[config.mk]
export PLATFORM = sky130hd
export DESIGN_NAME = gpio_bank32
export DESIGN_NICKNAME = d
export VERILOG_FILES = /design/src/rtl/gpio_bank_pkg.sv /design/src/rtl/gpio_bank_sync.sv /design/src/rtl/gpio_bank_detect.sv /design/src/rtl/gpio_bank_access.sv /design/src/rtl/gpio_bank32.sv
export SDC_FILE = /design/constraint.sdc
export NUM_CORES = 1
export LEC_CHECK = 0
export BUFFER_PORTS_ARGS = -buffer_cell sky130_fd_sc_hd__buf_4
export CORE_AREA = 2 2 323 165
export DETAILED_ROUTE_END_ITERATION = 8
export DIE_AREA = 0 0 325 167
export PLACE_DENSITY = 0.68
export REMOVE_ABC_BUFFERS = 1
export SYNTH_ARGS = -nofsm -noshare
export SYNTH_HDL_FRONTEND = slang
export SYNTH_SLANG_ARGS = --single-unit
[constraint.sdc]
create_clock -name clk -period 4.9 [get_ports clk]
set_input_delay 0.98 -clock clk [delete_from_list [all_inputs] [get_ports clk]]
set_output_delay 0.98 -clock clk [all_outputs]
set_load 0.02 [all_outputs]
[src/rtl/gpio_bank_pkg.sv]
package gpio_bank_pkg;

    localparam int unsigned GB_DW      = 32;
    localparam int unsigned GB_AW      = 8;
    localparam int unsigned GB_CTRL_W  = 3;
    localparam int unsigned GB_DBT_W   = 8;
    localparam logic [GB_DW-1:0]     GB_CFG_MASK = 32'h0000_001D;
    localparam logic [GB_CTRL_W-1:0] GB_CTRL_RST = 3'd2;

    typedef enum logic [4:0] {
        SEL_NONE, SEL_REV, SEL_SYSCFG, SEL_SYSSTAT,
        SEL_ST1, SEL_EN1, SEL_WKEN, SEL_ST2, SEL_EN2,
        SEL_CTRL, SEL_OE, SEL_DIN, SEL_DOUT,
        SEL_LVLLO, SEL_LVLHI, SEL_RISE, SEL_FALL,
        SEL_DBEN, SEL_DBTIME,
        SEL_EN1_CLR, SEL_EN1_SET, SEL_EN2_CLR, SEL_EN2_SET,
        SEL_WK_CLR, SEL_WK_SET, SEL_DO_CLR, SEL_DO_SET
    } reg_sel_e;

    // Word offset to register selector.
    function automatic reg_sel_e decode_sel(input logic [GB_AW-1:0] off);
        reg_sel_e s;
        case (off)
            8'h00: s = SEL_REV;
            8'h10: s = SEL_SYSCFG;
            8'h14: s = SEL_SYSSTAT;
            8'h18: s = SEL_ST1;
            8'h1C: s = SEL_EN1;
            8'h20: s = SEL_WKEN;
            8'h28: s = SEL_ST2;
            8'h2C: s = SEL_EN2;
            8'h30: s = SEL_CTRL;
            8'h34: s = SEL_OE;
            8'h38: s = SEL_DIN;
            8'h3C: s = SEL_DOUT;
            8'h40: s = SEL_LVLLO;
            8'h44: s = SEL_LVLHI;
            8'h48: s = SEL_RISE;
            8'h4C: s = SEL_FALL;
            8'h50: s = SEL_DBEN;
            8'h54: s = SEL_DBTIME;
            8'h60: s = SEL_EN1_CLR;
            8'h64: s = SEL_EN1_SET;
            8'h70: s = SEL_EN2_CLR;
            8'h74: s = SEL_EN2_SET;
            8'h80: s = SEL_WK_CLR;
            8'h84: s = SEL_WK_SET;
            8'h90: s = SEL_DO_CLR;
            8'h94: s = SEL_DO_SET;
            default: s = SEL_NONE;
        endcase
        return s;
    endfunction

    // Plain registers take a merged value on partial writes.
    function automatic logic is_plain(input reg_sel_e s);
        case (s)
            SEL_SYSCFG, SEL_EN1, SEL_WKEN, SEL_EN2, SEL_CTRL, SEL_OE,
            SEL_DOUT, SEL_LVLLO, SEL_LVLHI, SEL_RISE, SEL_FALL,
            SEL_DBEN, SEL_DBTIME: return 1'b1;
            default: return 1'b0;
        endcase
    endfunction

endpackage

[src/rtl/gpio_bank_sync.sv]
module gpio_bank_sync #(
    parameter int unsigned W      = 32,
    parameter int unsigned STAGES = 2
) (
    input  logic         clk,
    input  logic         rst,
    input  logic [W-1:0] d,
    output logic [W-1:0] cur,
    output logic [W-1:0] prev
);
    logic [STAGES-1:0][W-1:0] stg;

    always_ff @(posedge clk) begin
        if (rst) begin
            stg  <= '0;
            prev <= '0;
        end else begin
            stg[0] <= d;
            for (int i = 1; i < STAGES; i++) begin
                stg[i] <= stg[i-1];
            end
            prev <= stg[STAGES-1];
        end
    end

    assign cur = stg[STAGES-1];
endmodule

[src/rtl/gpio_bank_detect.sv]
module gpio_bank_detect #(
    parameter int unsigned W = 32
) (
    input  logic [W-1:0] cur,
    input  logic [W-1:0] prev,
    input  logic [W-1:0] is_input,
    input  logic [W-1:0] sel_rise,
    input  logic [W-1:0] sel_fall,
    input  logic [W-1:0] sel_hi,
    input  logic [W-1:0] sel_lo,
    output logic [W-1:0] evt
);
    for (genvar p = 0; p < W; p++) begin : g_pin
        logic rise_p, fall_p, lvl_p;
        assign rise_p = sel_rise[p] &  cur[p] & ~prev[p];
        assign fall_p = sel_fall[p] & ~cur[p] &  prev[p];
        assign lvl_p  = (sel_hi[p] & cur[p]) | (sel_lo[p] & ~cur[p]);
        assign evt[p] = is_input[p] & (rise_p | fall_p | lvl_p);
    end
endmodule

[src/rtl/gpio_bank_access.sv]
module gpio_bank_access
    import gpio_bank_pkg::*;
(
    input  logic [GB_AW-1:0] addr,
    input  logic [1:0]       size,
    input  logic [GB_DW-1:0] wdata,
    input  logic [GB_DW-1:0] rd_word,
    output reg_sel_e         sel,
    output logic [GB_DW-1:0] wr_val,
    output logic [GB_DW-1:0] rdata
);
    logic [4:0]       sh;
    logic [GB_DW-1:0] smask, lmask, sval;

    assign sel = decode_sel({addr[GB_AW-1:2], 2'b00});
    assign sh  = {addr[1:0], 3'b000};

    always_comb begin
        unique case (size)
            2'd0:    smask = 32'h0000_00FF;
            2'd1:    smask = 32'h0000_FFFF;
            default: smask = '1;
        endcase
    end

    always_comb begin
        lmask  = smask << sh;
        sval   = (wdata & smask) << sh;
        wr_val = is_plain(sel) ? ((rd_word & ~lmask) | sval) : sval;
        rdata  = (rd_word >> sh) & smask;
    end
endmodule

[src/rtl/gpio_bank32.sv]
module gpio_bank32
    import gpio_bank_pkg::*;
#(
    parameter logic [7:0]  REVISION    = 8'h25,
    parameter int unsigned SYNC_STAGES = 2
) (
    input  logic             clk,
    input  logic             rst,
    input  logic             bus_we,
    input  logic [GB_AW-1:0] bus_addr,
    input  logic [1:0]       bus_size,
    input  logic [GB_DW-1:0] bus_wdata,
    output logic [GB_DW-1:0] bus_rdata,
    input  logic [GB_DW-1:0] pin_in,
    output logic [GB_DW-1:0] pin_out,
    output logic [GB_DW-1:0] pin_drive_en,
    output logic             irq1,
    output logic             irq2,
    output logic             wake
);
    localparam int unsigned DW = GB_DW;

    reg_sel_e        sel;
    logic [DW-1:0]   wr_val, rd_word, din, din_prev, evt;
    logic [DW-1:0]   r_cfg, r_oe, r_dout, r_lvllo, r_lvlhi, r_rise, r_fall;
    logic [DW-1:0]   r_en1, r_en2, r_wken, r_st1, r_st2, r_dben;
    logic [GB_CTRL_W-1:0] r_ctrl;
    logic [GB_DBT_W-1:0]  r_dbt;
    logic            r_wake, soft_rst, wake_hit;

    gpio_bank_sync #(.W(DW), .STAGES(SYNC_STAGES)) u_sync (
        .clk(clk), .rst(rst), .d(pin_in), .cur(din), .prev(din_prev)
    );

    gpio_bank_detect #(.W(DW)) u_det (
        .cur(din), .prev(din_prev), .is_input(r_oe),
        .sel_rise(r_rise), .sel_fall(r_fall),
        .sel_hi(r_lvlhi), .sel_lo(r_lvllo), .evt(evt)
    );

    gpio_bank_access u_acc (
        .addr(bus_addr), .size(bus_size), .wdata(bus_wdata),
        .rd_word(rd_word), .sel(sel), .wr_val(wr_val), .rdata(bus_rdata)
    );

    always_comb begin
        unique case (sel)
            SEL_REV:     rd_word = {{(DW-8){1'b0}}, REVISION};
            SEL_SYSCFG:  rd_word = r_cfg;
            SEL_SYSSTAT: rd_word = 32'd1;
            SEL_ST1:     rd_word = r_st1;
            SEL_ST2:     rd_word = r_st2;
            SEL_EN1, SEL_EN1_CLR, SEL_EN1_SET: rd_word = r_en1;
            SEL_EN2, SEL_EN2_CLR, SEL_EN2_SET: rd_word = r_en2;
            SEL_WKEN, SEL_WK_CLR, SEL_WK_SET:  rd_word = r_wken;
            SEL_DOUT, SEL_DO_CLR, SEL_DO_SET:  rd_word = r_dout;
            SEL_CTRL:    rd_word = {{(DW-GB_CTRL_W){1'b0}}, r_ctrl};
            SEL_OE:      rd_word = r_oe;
            SEL_DIN:     rd_word = din;
            SEL_LVLLO:   rd_word = r_lvllo;
            SEL_LVLHI:   rd_word = r_lvlhi;
            SEL_RISE:    rd_word = r_rise;
            SEL_FALL:    rd_word = r_fall;
            SEL_DBEN:    rd_word = r_dben;
            SEL_DBTIME:  rd_word = {{(DW-GB_DBT_W){1'b0}}, r_dbt};
            default:     rd_word = '0;
        endcase
    end

    assign soft_rst = bus_we && (sel == SEL_SYSCFG) && wr_val[1];
    assign wake_hit = r_cfg[2] && (r_cfg[4:3] != 2'b00) && (|(evt & r_wken));

    always_ff @(posedge clk) begin
        if (rst) begin
            r_cfg  <= '0;  r_ctrl <= GB_CTRL_RST; r_oe  <= '1; r_dout <= '0;
            r_lvllo <= '0; r_lvlhi <= '0; r_rise <= '0; r_fall <= '0;
            r_en1  <= '0;  r_en2  <= '0;  r_wken <= '0;
            r_st1  <= '0;  r_st2  <= '0;  r_dben <= '0; r_dbt <= '0;
            r_wake <= 1'b0;
        end else if (soft_rst) begin
            r_cfg  <= wr_val & GB_CFG_MASK;
            r_ctrl <= GB_CTRL_RST; r_oe <= '1;
            r_lvllo <= '0; r_lvlhi <= '0; r_rise <= '0; r_fall <= '0;
            r_en1  <= '0;  r_en2  <= '0;  r_wken <= '0;
            r_st1  <= '0;  r_st2  <= '0;  r_dben <= '0; r_dbt <= '0;
            r_wake <= 1'b0;
        end else begin
            r_wake <= wake_hit;
            r_st1  <= r_st1 | evt;
            r_st2  <= r_st2 | evt;
            if (bus_we) begin
                unique case (sel)
                    SEL_SYSCFG:  r_cfg   <= wr_val & GB_CFG_MASK;
                    SEL_ST1:     r_st1   <= (r_st1 & ~wr_val) | evt;
                    SEL_ST2:     r_st2   <= (r_st2 & ~wr_val) | evt;
                    SEL_EN1:     r_en1   <= wr_val;
                    SEL_EN1_CLR: r_en1   <= r_en1 & ~wr_val;
                    SEL_EN1_SET: r_en1   <= r_en1 | wr_val;
                    SEL_EN2:     r_en2   <= wr_val;
                    SEL_EN2_CLR: r_en2   <= r_en2 & ~wr_val;
                    SEL_EN2_SET: r_en2   <= r_en2 | wr_val;
                    SEL_WKEN:    r_wken  <= wr_val;
                    SEL_WK_CLR:  r_wken  <= r_wken & ~wr_val;
                    SEL_WK_SET:  r_wken  <= r_wken | wr_val;
                    SEL_DOUT:    r_dout  <= wr_val;
                    SEL_DO_CLR:  r_dout  <= r_dout & ~wr_val;
                    SEL_DO_SET:  r_dout  <= r_dout | wr_val;
                    SEL_CTRL:    r_ctrl  <= wr_val[GB_CTRL_W-1:0];
                    SEL_OE:      r_oe    <= wr_val;
                    SEL_LVLLO:   r_lvllo <= wr_val;
                    SEL_LVLHI:   r_lvlhi <= wr_val;
                    SEL_RISE:    r_rise  <= wr_val;
                    SEL_FALL:    r_fall  <= wr_val;
                    SEL_DBEN:    r_dben  <= wr_val;
                    SEL_DBTIME:  r_dbt   <= wr_val[GB_DBT_W-1:0];
                    default: ;
                endcase
            end
        end
    end

    assign pin_out      = r_dout;
    assign pin_drive_en = ~r_oe;
    assign irq1         = |(r_st1 & r_en1);
    assign irq2         = |(r_st2 & r_en2);
    assign wake         = r_wake;
endmodule

==> metrics.csv <==
stage,metric,value,unit
clocking,insertion_delay,0.60,ns
power_and_ir_drop,cellPowerDensity,289,nW/um2
sta,setup_slack,-0.325,ns
setup_path,worstPathRequired,3.92,ns
clocking,cts_tree,built,
setup_path,reg2reg_depth,7,
setup_path,worstPathCellList,buf_4 > buf_4 > nor2_2 > nand2_1 > o22ai_2 > ha_4 > buf_6 > buf_12 > nor2_2 > o31ai_4 > buf_12 > a22o_1 > nor3_1 > buf_4 > mux4_2 > inv_2 > buf_6,
floorplanning,start_util,49.5,%
run,cap_violations,1,
floorplanning,core_region_area,51500,um2
clocking,h-tree-depth,2,
setup_path,reg2reg_setup_slack,1.17,ns
power_and_ir_drop,p_int,6.65,mW
layout,syn_to_final_growth,25.4,%
setup_path,cp.depth,17,
grt,overflow,0,
min_path,holdPathStages,1,
place,gp_congestion,0.999,
power_and_ir_drop,combinationalPowerShare,13.4,%
sta,worstMarginPinSlew,1.48,ns
setup_path,cpMostUsedCell,buf_4,
setup_path,critPathLaunchType,primary input,
setup_path,crit_type,in -> out,
detailed_routing,routed_via_density,6.91,
grt,grt_start_max_net_pins,132,
detailed_routing,wl_met2,44200,um
synthesis,synth_cells,2886,
layout,layout-drive-gt1-share,28.6,%
power_and_ir_drop,p_leak,11.7,nW
synthesis,async_flop_share,0,%
detailed_routing,dr.pass1.iters,8,
clocking,postCtsHoldBufs,0,
sta,final_max_slew_viol_count,1,
floorplanning,die_h,167,um
floorplanning,io_pins,176,
setup_path,cp.arrival,4.24,ns
sta,hold_viol_final,0,
detailed_routing,drcViolationCount,0,
clocking,cts_buffers,44,
power_and_ir_drop,peakVddDrop,0.000258,V
floorplanning,die_w,325,um
synthesis,syn_area,25500,um2
detailed_routing,wl_met1,47100,um
detailed_routing,wl_per_cell,29.6,um
detailed_routing,top_layer,met5,
layout,final_cells,3925,
place,dp_hpwl,77900,um
status,outcome,"complete, but fails checks",
detailed_routing,wl_met3,19400,um
sta,fin_crit,5.22,ns
setup_path,path_delay_family,buffers and inverters,
synthesis,seq_area_frac_synth,39.0,%
power_and_ir_drop,p_seq_share,45.5,%
layout,finalNetCount,3267,
synthesis,synth_warnings,0,
grt,grt_pass1_wl,168000,um
sta,rsz0062_at_grt,yes,
synthesis,synth_edf_count,0,
sta,finClkSkew,0.0286,ns
synthesis,yosys-top-cells-area,"dfxtp_1 (39%), a211oi_2 (7.2%), nor2_1 (4.2%), a22o_1 (3.0%), a31oi_1 (2.8%)",
layout,fillers,4370,
sta,slew_headroom,-0.124,%
power_and_ir_drop,p_clk_share,41.1,%
clocking,ctsLongestPathBuffers,3,
grt,grt_pass1_vias,25100,
sta,setup_viol,30,
setup_path,cp_max_fo,21,
min_path,min_path_type,reg -> reg,
grt,antenna_found_initial,4,
power_and_ir_drop,p_sw_share,27.8,%
sta,holdWs,0.438,ns
floorplanning,die-area,54300,um2
status,violations,"capacitance limit, slew limit, setup timing",
synthesis,yosysTopAreaCellShare,39.0,%
detailed_routing,num_vias,27100,
setup_path,end_kind,output pin,
sta,max_freq,0.191,GHz
synthesis,ys_ff_latch,496,
synthesis,synth_area_per_cell,8.82,um2
detailed_routing,ant_nets,0,
grt,grt_usage,40.9,%
detailed_routing,drtIter0Drc,4944,
sta,min_period_over_period,107,%
synthesis,yosysTopAreaCell,dfxtp_1,
setup_path,worst-path-buf-inv,8,
synthesis,yosys.cell_types.count,91,
synthesis,synthFlopType,dfxtp_1,
place,placedCellCount,3805,
clocking,cts_root_buf,clkbuf_16,
setup_path,cp_slowest_stage_delay,0.51,ns
power_and_ir_drop,p_sw,2.56,mW
clocking,cts_sinks,496,
place,port_buffers,175,
floorplanning,rows,59,
clocking,clk_pin_slew_worst_paths,0.07,ns
setup_path,slowest_stage,mux4_2,
detailed_routing,routed_wl,116000,um
-- layer usage --
| layer | vias up | GRT usage, % |
|---|---|---|
| met1 | 13000 | 57.9 |
| met4 | 4 | 17.5 |
| met2 | 2250 | 54.3 |
| li1 | 11500 | - |
| met5 | - | 0 |
| met3 | 401 | 15.9 |
-- kinds of logic after synthesis --
family / count (synthesis) / share of synthesized area [%]
flip-flops: 496 / 39.0
buffers and inverters: 393 / 7.33
AND/OR/NAND/NOR: 909 / 18.1
AO/OA/AOI/OAI: 1062 / 34.4
multiplexers: 23 / 1.02
adder cells (fa/ha/maj): 3 / 0.147
-- Yosys cell counts (42+ instances only) --
cell type and instances:
a211oi_1 42, a211oi_2 146, a21oi_1 99, a22o_1 87
a22oi_1 69, a31oi_1 116, buf_2 48, clkbuf_1 137
dfxtp_1 496, inv_1 142, nand2_1 187, nand2b_1 52
nand3_1 83, nand4_1 59, nor2_1 287, nor2b_1 104
o21ai_0 97, o22ai_1 67
-- placed cells by master (no fill, tap or decap), types with 18 or more instances in the layout --
master,count
a222oi_1,34
nor2_4,21
nor4_1,24
a22o_1,76
o211ai_1,35
dfxtp_1,496
clkbuf_16,49
o22ai_1,65
nand3_1,81
nor2_1,272
nand2_1,185
nand2b_1,52
buf_6,38
buf_12,49
a211oi_1,33
a22oi_1,67
a211oi_2,153
a21oi_1,98
a221o_1,33
o31a_1,18
o311ai_0,26
nor2b_1,102
inv_1,137
o31ai_1,35
nand4_1,59
buf_4,407
a31oi_1,115
a211o_1,32
o21ai_0,93
-- layout make-up --
cell class	count	area [um2]	area share, %
diodes	1	2.50	0.00784
clock buffers	65	1360	4.27
clock inverters	17	186	0.584
inverters	143	537	1.68
multi-input cells	1999	14400	45.0
flip-flops and latches	496	9930	31.1
well taps	701	877	2.75
repair buffers	503	4670	14.6
-- per-stage QoR --
| stage | power [mW] | TNS, ns | setup WS (ns) | area [um2] | util (%) |
|---|---|---|---|---|---|
| after floorplan | 4.79 | -5282.39 | -16.29 | 24100 | - |
| after global placement | 5.35 | -6.95 | -0.430 | 29200 | 56.7 |
| after detailed placement | 5.37 | -7.96 | -0.449 | 29200 | 56.7 |
| after CTS | 9.12 | -2.23 | -0.172 | 31700 | 61.5 |
| after global routing | 9.42 | -7.28 | -0.361 | 31900 | 62.1 |
| final | 9.21 | -5.31 | -0.325 | 31900 | 62.1 |
-- timing repair --
action,in CTS,in global routing
pin swaps,36,19
buffers inserted,27,11
gates cloned,4,3
gates resized for setup,130,40
setup endpoints to repair,32,32
-- final timing paths --
kind / start / end
worst max-delay path: bus_addr[5] / bus_rdata[2]
worst min-delay path: u_sync.stg[9] / u_sync.cur[9]
worst max register to register: u_sync.cur[22] / wake
worst min register to register: u_sync.stg[9] / u_sync.cur[9]
-- worst register-to-register path, delay by kind of cell, from the launching register on --
kind / cells / cell delay [ns]
AO/OA/AOI/OAI: 3 / 1.85
buffers and inverters: 1 / 0.07
flip-flops: 1 / 0.37
AND/OR/NAND/NOR: 3 / 1.30
-- power by group through the flow --
stage / Clock, mW / Combinational [mW] / Sequential, mW
2_1_floorplan: 0 / 0.550 / 4.24
3_3_place_gp: 0 / 1.08 / 4.28
5_1_grt: 3.96 / 1.27 / 4.20
4_1_cts: 3.78 / 1.15 / 4.19
3_5_place_dp: 0 / 1.09 / 4.28
6_report: 3.78 / 1.24 / 4.19
(Power assumes the default switching activity.)
